--- src/rtl/frame_aligner.sv ---
module frame_aligner #(
  parameter int FRAME_LEN      = 2430,
  parameter int CONFIRM_FRAMES = 3,
  parameter int LOSS_FRAMES    = 4,
  parameter int PULSE_LEN      = 4,
  parameter logic [7:0] A1_BYTE = 8'hF6,
  parameter logic [7:0] A2_BYTE = 8'h28
) (
  input  logic       clk,
  input  logic       rst,
  input  logic       frame_en,
  input  logic [7:0] rx_word,
  output logic [7:0] rx_byte,
  output logic       byte_valid,
  output logic       frame_sync
);

  localparam int PW = $clog2(FRAME_LEN);
  localparam int CW = $clog2(CONFIRM_FRAMES + 1);
  localparam int LW = $clog2(LOSS_FRAMES + 1);
  localparam int FW = $clog2(PULSE_LEN + 1);
  localparam logic [PW-1:0] POS_LAST  = PW'(FRAME_LEN - 1);
  localparam logic [CW-1:0] SEEN_LAST = CW'(CONFIRM_FRAMES - 1);
  localparam logic [LW-1:0] MISS_LAST = LW'(LOSS_FRAMES - 1);

  typedef enum logic [1:0] {HUNT, CONFIRM, LOCKED} state_t;

  state_t          state_q;
  logic [7:0]      prev_q;
  logic [2:0]      off_q;
  logic [PW-1:0]   pos_q;
  logic [CW-1:0]   seen_q;
  logic [LW-1:0]   miss_q;
  logic [FW-1:0]   pulse_q;
  logic [7:0][1:0] run_q;
  logic [7:0][7:0] lane;
  logic [7:0]      hit;
  logic [15:0]     win;
  logic [2:0]      first_off;
  logic            at_edge;
  logic            exp_hit;

  assign win = {prev_q, rx_word};

  for (genvar k = 0; k < 8; k++) begin : g_lane
    assign lane[k] = win[15-k -: 8];
    assign hit[k]  = (lane[k] == A2_BYTE) && (run_q[k] == 2'd3);
  end

  always_comb begin
    first_off = 3'd0;
    for (int k = 7; k >= 0; k--)
      if (hit[k]) first_off = 3'(k);
  end

  assign at_edge    = (pos_q == '0);
  assign exp_hit    = hit[off_q];
  assign byte_valid = (state_q == LOCKED);
  assign frame_sync = (pulse_q != '0);

  always_ff @(posedge clk) begin
    if (rst) begin
      run_q <= '0;
    end else begin
      for (int k = 0; k < 8; k++) begin
        if (lane[k] == A1_BYTE)
          run_q[k] <= (run_q[k] == 2'd3) ? 2'd3 : run_q[k] + 2'd1;
        else
          run_q[k] <= 2'd0;
      end
    end
  end

  always_ff @(posedge clk) begin
    if (rst) begin
      state_q <= HUNT;
      prev_q  <= '0;
      off_q   <= '0;
      pos_q   <= '0;
      seen_q  <= '0;
      miss_q  <= '0;
      pulse_q <= '0;
      rx_byte <= '0;
    end else begin
      prev_q  <= rx_word;
      rx_byte <= lane[off_q];
      pos_q   <= (pos_q == POS_LAST) ? '0 : pos_q + 1'b1;
      if (pulse_q != '0) pulse_q <= pulse_q - 1'b1;
      case (state_q)
        HUNT: begin
          if (frame_en && (hit != '0)) begin
            off_q   <= first_off;
            pos_q   <= PW'(1);
            seen_q  <= CW'(1);
            state_q <= CONFIRM;
          end
        end
        CONFIRM: begin
          if (!frame_en) begin
            state_q <= HUNT;
          end else if (at_edge) begin
            if (!exp_hit) begin
              state_q <= HUNT;
            end else if (seen_q == SEEN_LAST) begin
              state_q <= LOCKED;
              miss_q  <= '0;
              pulse_q <= FW'(PULSE_LEN);
            end else begin
              seen_q <= seen_q + 1'b1;
            end
          end
        end
        LOCKED: begin
          if (frame_en && at_edge) begin
            if (exp_hit) miss_q <= '0;
            else if (miss_q == MISS_LAST) state_q <= HUNT;
            else miss_q <= miss_q + 1'b1;
          end
        end
        default: state_q <= HUNT;
      endcase
    end
  end

endmodule

--- config.mk ---
export PLATFORM = sky130hd
export DESIGN_NAME = frame_aligner
export DESIGN_NICKNAME = d
export VERILOG_FILES = /design/src/rtl/frame_aligner.sv
export SDC_FILE = /design/constraint.sdc
export NUM_CORES = 1
export LEC_CHECK = 0
export BUFFER_PORTS_ARGS = -buffer_cell sky130_fd_sc_hd__buf_2
export CAP_MARGIN = 15
export CORE_MARGIN = 2
export CORE_UTILIZATION = 40
export DETAILED_ROUTE_END_ITERATION = 10
export HOLD_SLACK_MARGIN = 0.15
export PLACE_DENSITY = 0.59
export SLEW_MARGIN = 30
export SYNTH_ARGS = -nofsm -noshare
export SYNTH_HDL_FRONTEND = slang
export SYNTH_SLANG_ARGS = --single-unit
--- constraint.sdc ---
create_clock -name clk -period 5.83 [get_ports clk]
set_input_delay 1.166 -clock clk [delete_from_list [all_inputs] [get_ports clk]]
set_output_delay 1.166 -clock clk [all_outputs]
set_load 0.01 [all_outputs]
---- Yosys cells after proc, flatten, opt, wreduce, memory -nomap -nowiden ----
Cells that the tools add are included.
storage, ports and cells
  register bits after elaboration ......... 57
  latch bits .............................. 0
  RAM bits ................................ 0
  bits in read-only memories .............. 0
  input port bits ......................... 11
  output and inout bits ................... 10
  word-level logic and storage cells ...... 157
  memories ................................ 0
cells by class
  $add $sub $neg .......................... 12
  multiply operators ...................... 0
  divide/modulo/power cells ............... 0
  $lt $le $gt $ge ......................... 1
  equal/unequal tests ..................... 41
  shifts and indexed selects .............. 0
  multiplexer cells ....................... 51
  bitwise logic cells ..................... 8
  reductions and logical operators ........ 28
operators with widths
  operator               count
  $eq 8x6->1 const B     8
  $eq 8x8->1 const B     8
  $mux 3                 21
  $mux 2                 20
  $mux 12                3
  $bmux 8 s3             1
  $eq 2x2->1 const B     10
  $add 2x1->2 const B    9
  $reduce_or 2->1        8
  $ne 2x2->1 const B     7
  $add 12x1->12 const B  1
  $eq 12x12->1 const B   1
  $logic_not 12->1       1
  $reduce_and 6->1       2
  $logic_and 1x1->1      10
  $mux 8                 1
  $not 1->1              8
  $reduce_bool 8->1      1
  $reduce_and 7->1       1
  $ne 3x3->1 const B     2
  $pmux 2 s3             1
  $pmux 3 s2             1
  $lt 3x4->1 const B     1
  $ne 2x1->1 const B     2
  12 further kinds       13

---- Logic depth before layout (Yosys ltp) ----
  depth after elaboration ................. 10
  mapped depth ............................ 8

---- Worst setup path after synthesis ----
OpenSTA, ideal clock, no wires.
  path kind ............................... input-to-reg
  start ................................... input port rx_word[3]
  end ..................................... register off_q[0]
  arrival time ............................ 3.115 ns
  required time ........................... 5.767 ns
  path slack .............................. 2.652 ns
  cell stages on the path ................. 8
  buffers on the path ..................... 2
  cell sequence ........................... clkbuf_1 -> or4b_1 -> or4_1 -> and3_1 -> a31o_1 -> buf_6 -> mux2_4 -> nor2_2
between the ends
  cells in the longest elaborated chain, start to end .. 10
  elaborated cells on any way between the ends .. 17
  those cells by class .................... 3 x eq/ne; 8 x mux; 6 x reduce/logical
ends and longest elaborated chain
  element               line  source
  start, declared       12    input logic [7:0] rx_word,
  $eq 8x6->1            47    assign hit[k] = (lane[k] == A2_BYTE) && (run_q[k] == 2'd3);
  $logic_and 1x1->1     47
  $mux 3 (8 in a row)   53    if (hit[k]) first_off = 3'(k);
  end signal, assigned  92    off_q <= first_off;
  end, declared         30    logic [2:0] off_q;
Parallel ways exist; a longest one is shown, timed or not.
A chain may end at the register's enable or synchronous reset.

---- Final worst setup path ----
  start ................................... input port rx_word[7]
  end ..................................... register pos_q[3]
between the ends
  cells in the longest elaborated chain, start to end .. 6
  elaborated cells on any way between the ends .. 18
  those cells by class .................... 7 x eq/ne; 2 x mux; 9 x reduce/logical
ends and longest elaborated chain
  element               line  source
  $eq 8x6->1            47
  $logic_and 1x1->1     47
  $reduce_bool 8->1 *   91    if (frame_en && (hit != '0)) begin
  $logic_and 1x1->1 *   91
  $mux 12 *             91
  $mux 12 *             89    case (state_q)
  end signal, assigned  87    pos_q <= (pos_q == POS_LAST) ? '0 : pos_q + 1'b1;
  end, declared         31    logic [PW-1:0] pos_q;
Every way passes the cells marked *; elsewhere a longest branch is shown, timed or not.

==> flow_summary_export.csv <==
group,metric,value,unit
outcome,outcome,"finished clean",
drt,firstDrtPassIters,5,
pwr,ir_worst_vdd,111,uV
floorplanning,io_pins,21,
sta,fin_ws,2740,ps
hold_path,hold_class,"flip-flop to flip-flop",
job,maxCapViolations,0,
clock_tree,clk_latency,340,ps
clock_tree,clk_pin_slew,70,ps
clock_tree,cts_buffer_depth,2,
sta,finClkSkew,12.8,ps
yosys,synth_top_area_frac,0.379,
yosys,synth_compound_area_frac,0.104,
sta,relSlewSlack,0.373,
yosys,ys_top_cells_by_area,"dfxtp_1, mux4_2, nor2_1",
layout,nets,360,
critical_path,crit_chain,"buf_2 > or4b_1 > or4_1 > and3_1 > a31o_1 > nand2_1 > nor2_1",
grt,grt_pass1_wl,11000,um
yosys,ys_seq_area_frac,0.379,
drt,drc,0,
drt,via_per_inst,5.47,
critical_path,path_buf_inv,1,
layout,diodes,0,
clock_tree,cts_inserted_buffers,9,
yosys,syn-num-nets,345,
layout,finalInstanceArea,3380,um2
clock_tree,cts_resized,0,
layout,final-seq-area,1140,um2
clock_tree,h-tree-depth,3,
sta,setup_violations,0,
sta,grt_setup_unrepaired,"no",
sta,timing.fmax,0.323,GHz
yosys,synthAdderAreaFrac,0.0332,
critical_path,crit_arrival,3310,ps
drt,drtIter0Drc,125,
drt,ant_nets,0,
floorplanning,rows,31,
yosys,async_flop_share,0,
yosys,yosys.area_share.simple,0.280,
clock_tree,cts_setup_buffers,0,
critical_path,required,6050,ps
placed_design,place_ws,2400,ps
grt,antenna_found_initial,0,
yosys,synth_top_family_by_area,"simple AND/OR/NAND/NOR gates",
sta,final.setup.tns,0,ps
sta,worst_pin_slew,939,ps
sta,holdWs,453,ps
critical_path,critPathCaptureType,"flip-flop",
sta,period_share,0.531,
yosys,syn_inst,326,
layout,multiInputGateArea,1720,um2
pwr,power,0.000938,W
grt,grt_pass1_vias,2259,
layout,drive_gt1_frac,0.145,
yosys,yosysTopAreaCell,"dfxtp_1",
pwr,leakage,1.22,nW
layout,fill_cells,744,
sta,slew_violations,0,
yosys,synth_edf_count,0,
clock_tree,holdBufCountCts,0,
yosys,yosysUniqueCellTypes,60,
floorplanning,core_area,7250,um2
clock_tree,cts_sinks,57,
yosys,synth_area,3010,um2
critical_path,slowest_stage,"or4b_1",
floorplanning,die_area,8240,um2
placed_design,place_congestion,0.831,
placed_design,hpwl,4660,um
floorplanning,die-width,90.8,um
grt,gr-total-overflow,0,
grt,grt_max_degree,29,
yosys,ys.flop_type,"dfxtp_1",
critical_path,crit_path_start_kind,"primary input",
yosys,ys_ff_latch,57,
drt,totalWireLength,6740,um
clock_tree,cts_root_buffer,"clkbuf_8",
critical_path,path_class,"primary input to flip-flop",
placed_design,dpl_cell_area,3160,um2
critical_path,cp_slowest_stage_delay,530,ps
yosys,synth_area_per_cell,9.24,um2
clock_tree,cts_tree,"built",
sta,fin_crit,3090,ps
yosys,yosys.cell_count.top_type,"dfxtp_1",
grt,grtUsageTotal,0.169,
critical_path,crit_family,"simple AND/OR/NAND/NOR gates",
placed_design,io_buffers,20,
critical_path,critPathMaxFanout,10,
yosys,yosys_warnings,0,
yosys,synth_commonest_cells,"dfxtp_1, nor2_1, inv_1",
sta,hold_viol,0,
layout,areaGrowthSynthToFinish,12.3,%
yosys,synth_xor_area_frac,0.0320,
drt,num_vias,2435,
floorplanning,die_y,90.8,um
drt,wl_per_cell,15.1,um
floorplanning,start_util,0.415,
yosys,synthMuxAreaShare,0.121,
pwr,powerDensity,277,nW/um2
[placed cells by master, fill, tap and decap left out, types with 3 or more instances in the layout]
cell type   n
a21oi_1    10
xnor2_1     4
clkbuf_8   11
mux2i_1    17
nand4b_1    4
nor2_1     46
ha_1        8
mux4_2      8
nand2_1    13
nand4_1     6
dfxtp_1    57
or3_1       4
clkbuf_1    3
and4_1      3
nor3_1      4
nor2b_1    11
nand3_1    18
inv_1      20
or4_1       4
xor2_1      7
and3_1      9
nor3b_1     5
nor4bb_1    8
buf_2      20
nand2b_1    3
a211oi_1    3
[where the power goes]
group          leakage (nW)  switching (W)  internal (W)
logic                 0.641      0.0000556     0.0000466
registers             0.464      0.0000143      0.000406
clock network         0.111       0.000151      0.000265
[registers in the layout, indices dropped and copies added, names as in the netlist]
signal	count
rx_byte	8
run_q	16
miss_q	3
pos_q	12
prev_q	8
off_q	3
seen_q	2
state_q	2
pulse_q	3
[stage by stage]
stage,std cells,util
final,445,0.466
after global routing,445,0.466
after CTS,445,0.466
after detailed placement,429,0.435
after global placement,429,0.435
after floorplan,326,-
[metal layers]
layer | part of all wire | global-route usage | vias up
li1 | - | - | 1214
met1 | 0.48 | 0.218 | 1151
met2 | 0.46 | 0.268 | 60
met3 | 0.049 | 0.0492 | 10
met4 | 0.013 | 0.0644 | 0
met5 | 0 | 0 | -
[worst paths after layout]
kind / start / slack, ps / endpoint / cells after the start
worst max-delay path: rx_word[7] / 2740 / pos_q[3]$_SDFF_PP0_ / 7
worst min-delay path: run_q[8]$_SDFF_PP0_ / 450 / run_q[8]$_SDFF_PP0_ / 1
worst max register to register: prev_q[0]$_SDFF_PP0_ / 3200 / seen_q[0]$_SDFFE_PP0P_ / 6
worst min register to register: run_q[8]$_SDFF_PP0_ / 450 / run_q[8]$_SDFF_PP0_ / 1
[kinds of logic (layout without fill, tap and decap cells)]
| family | after synthesis | count (layout) |
|---|---|---|
| AOI/OAI and AO/OA | 39 | 39 |
| muxes | 26 | 26 |
| and+or+nand+nor | 149 | 149 |
| xor gates and xnor gates | 11 | 11 |
| DFF | 57 | 57 |
| buffers and inverters | 36 | 56 |
| adders and majority gates | 8 | 8 |
[area by class of cell]
class,instances,area share
inverter,20,0.0222
sequential,57,0.338
multi-input combinational,233,0.508
clock buffer,14,0.0481
timing repair buffer,20,0.0296
clock inverter,2,0.0178
tap,99,0.0366
(Power assumes the default switching activity.)
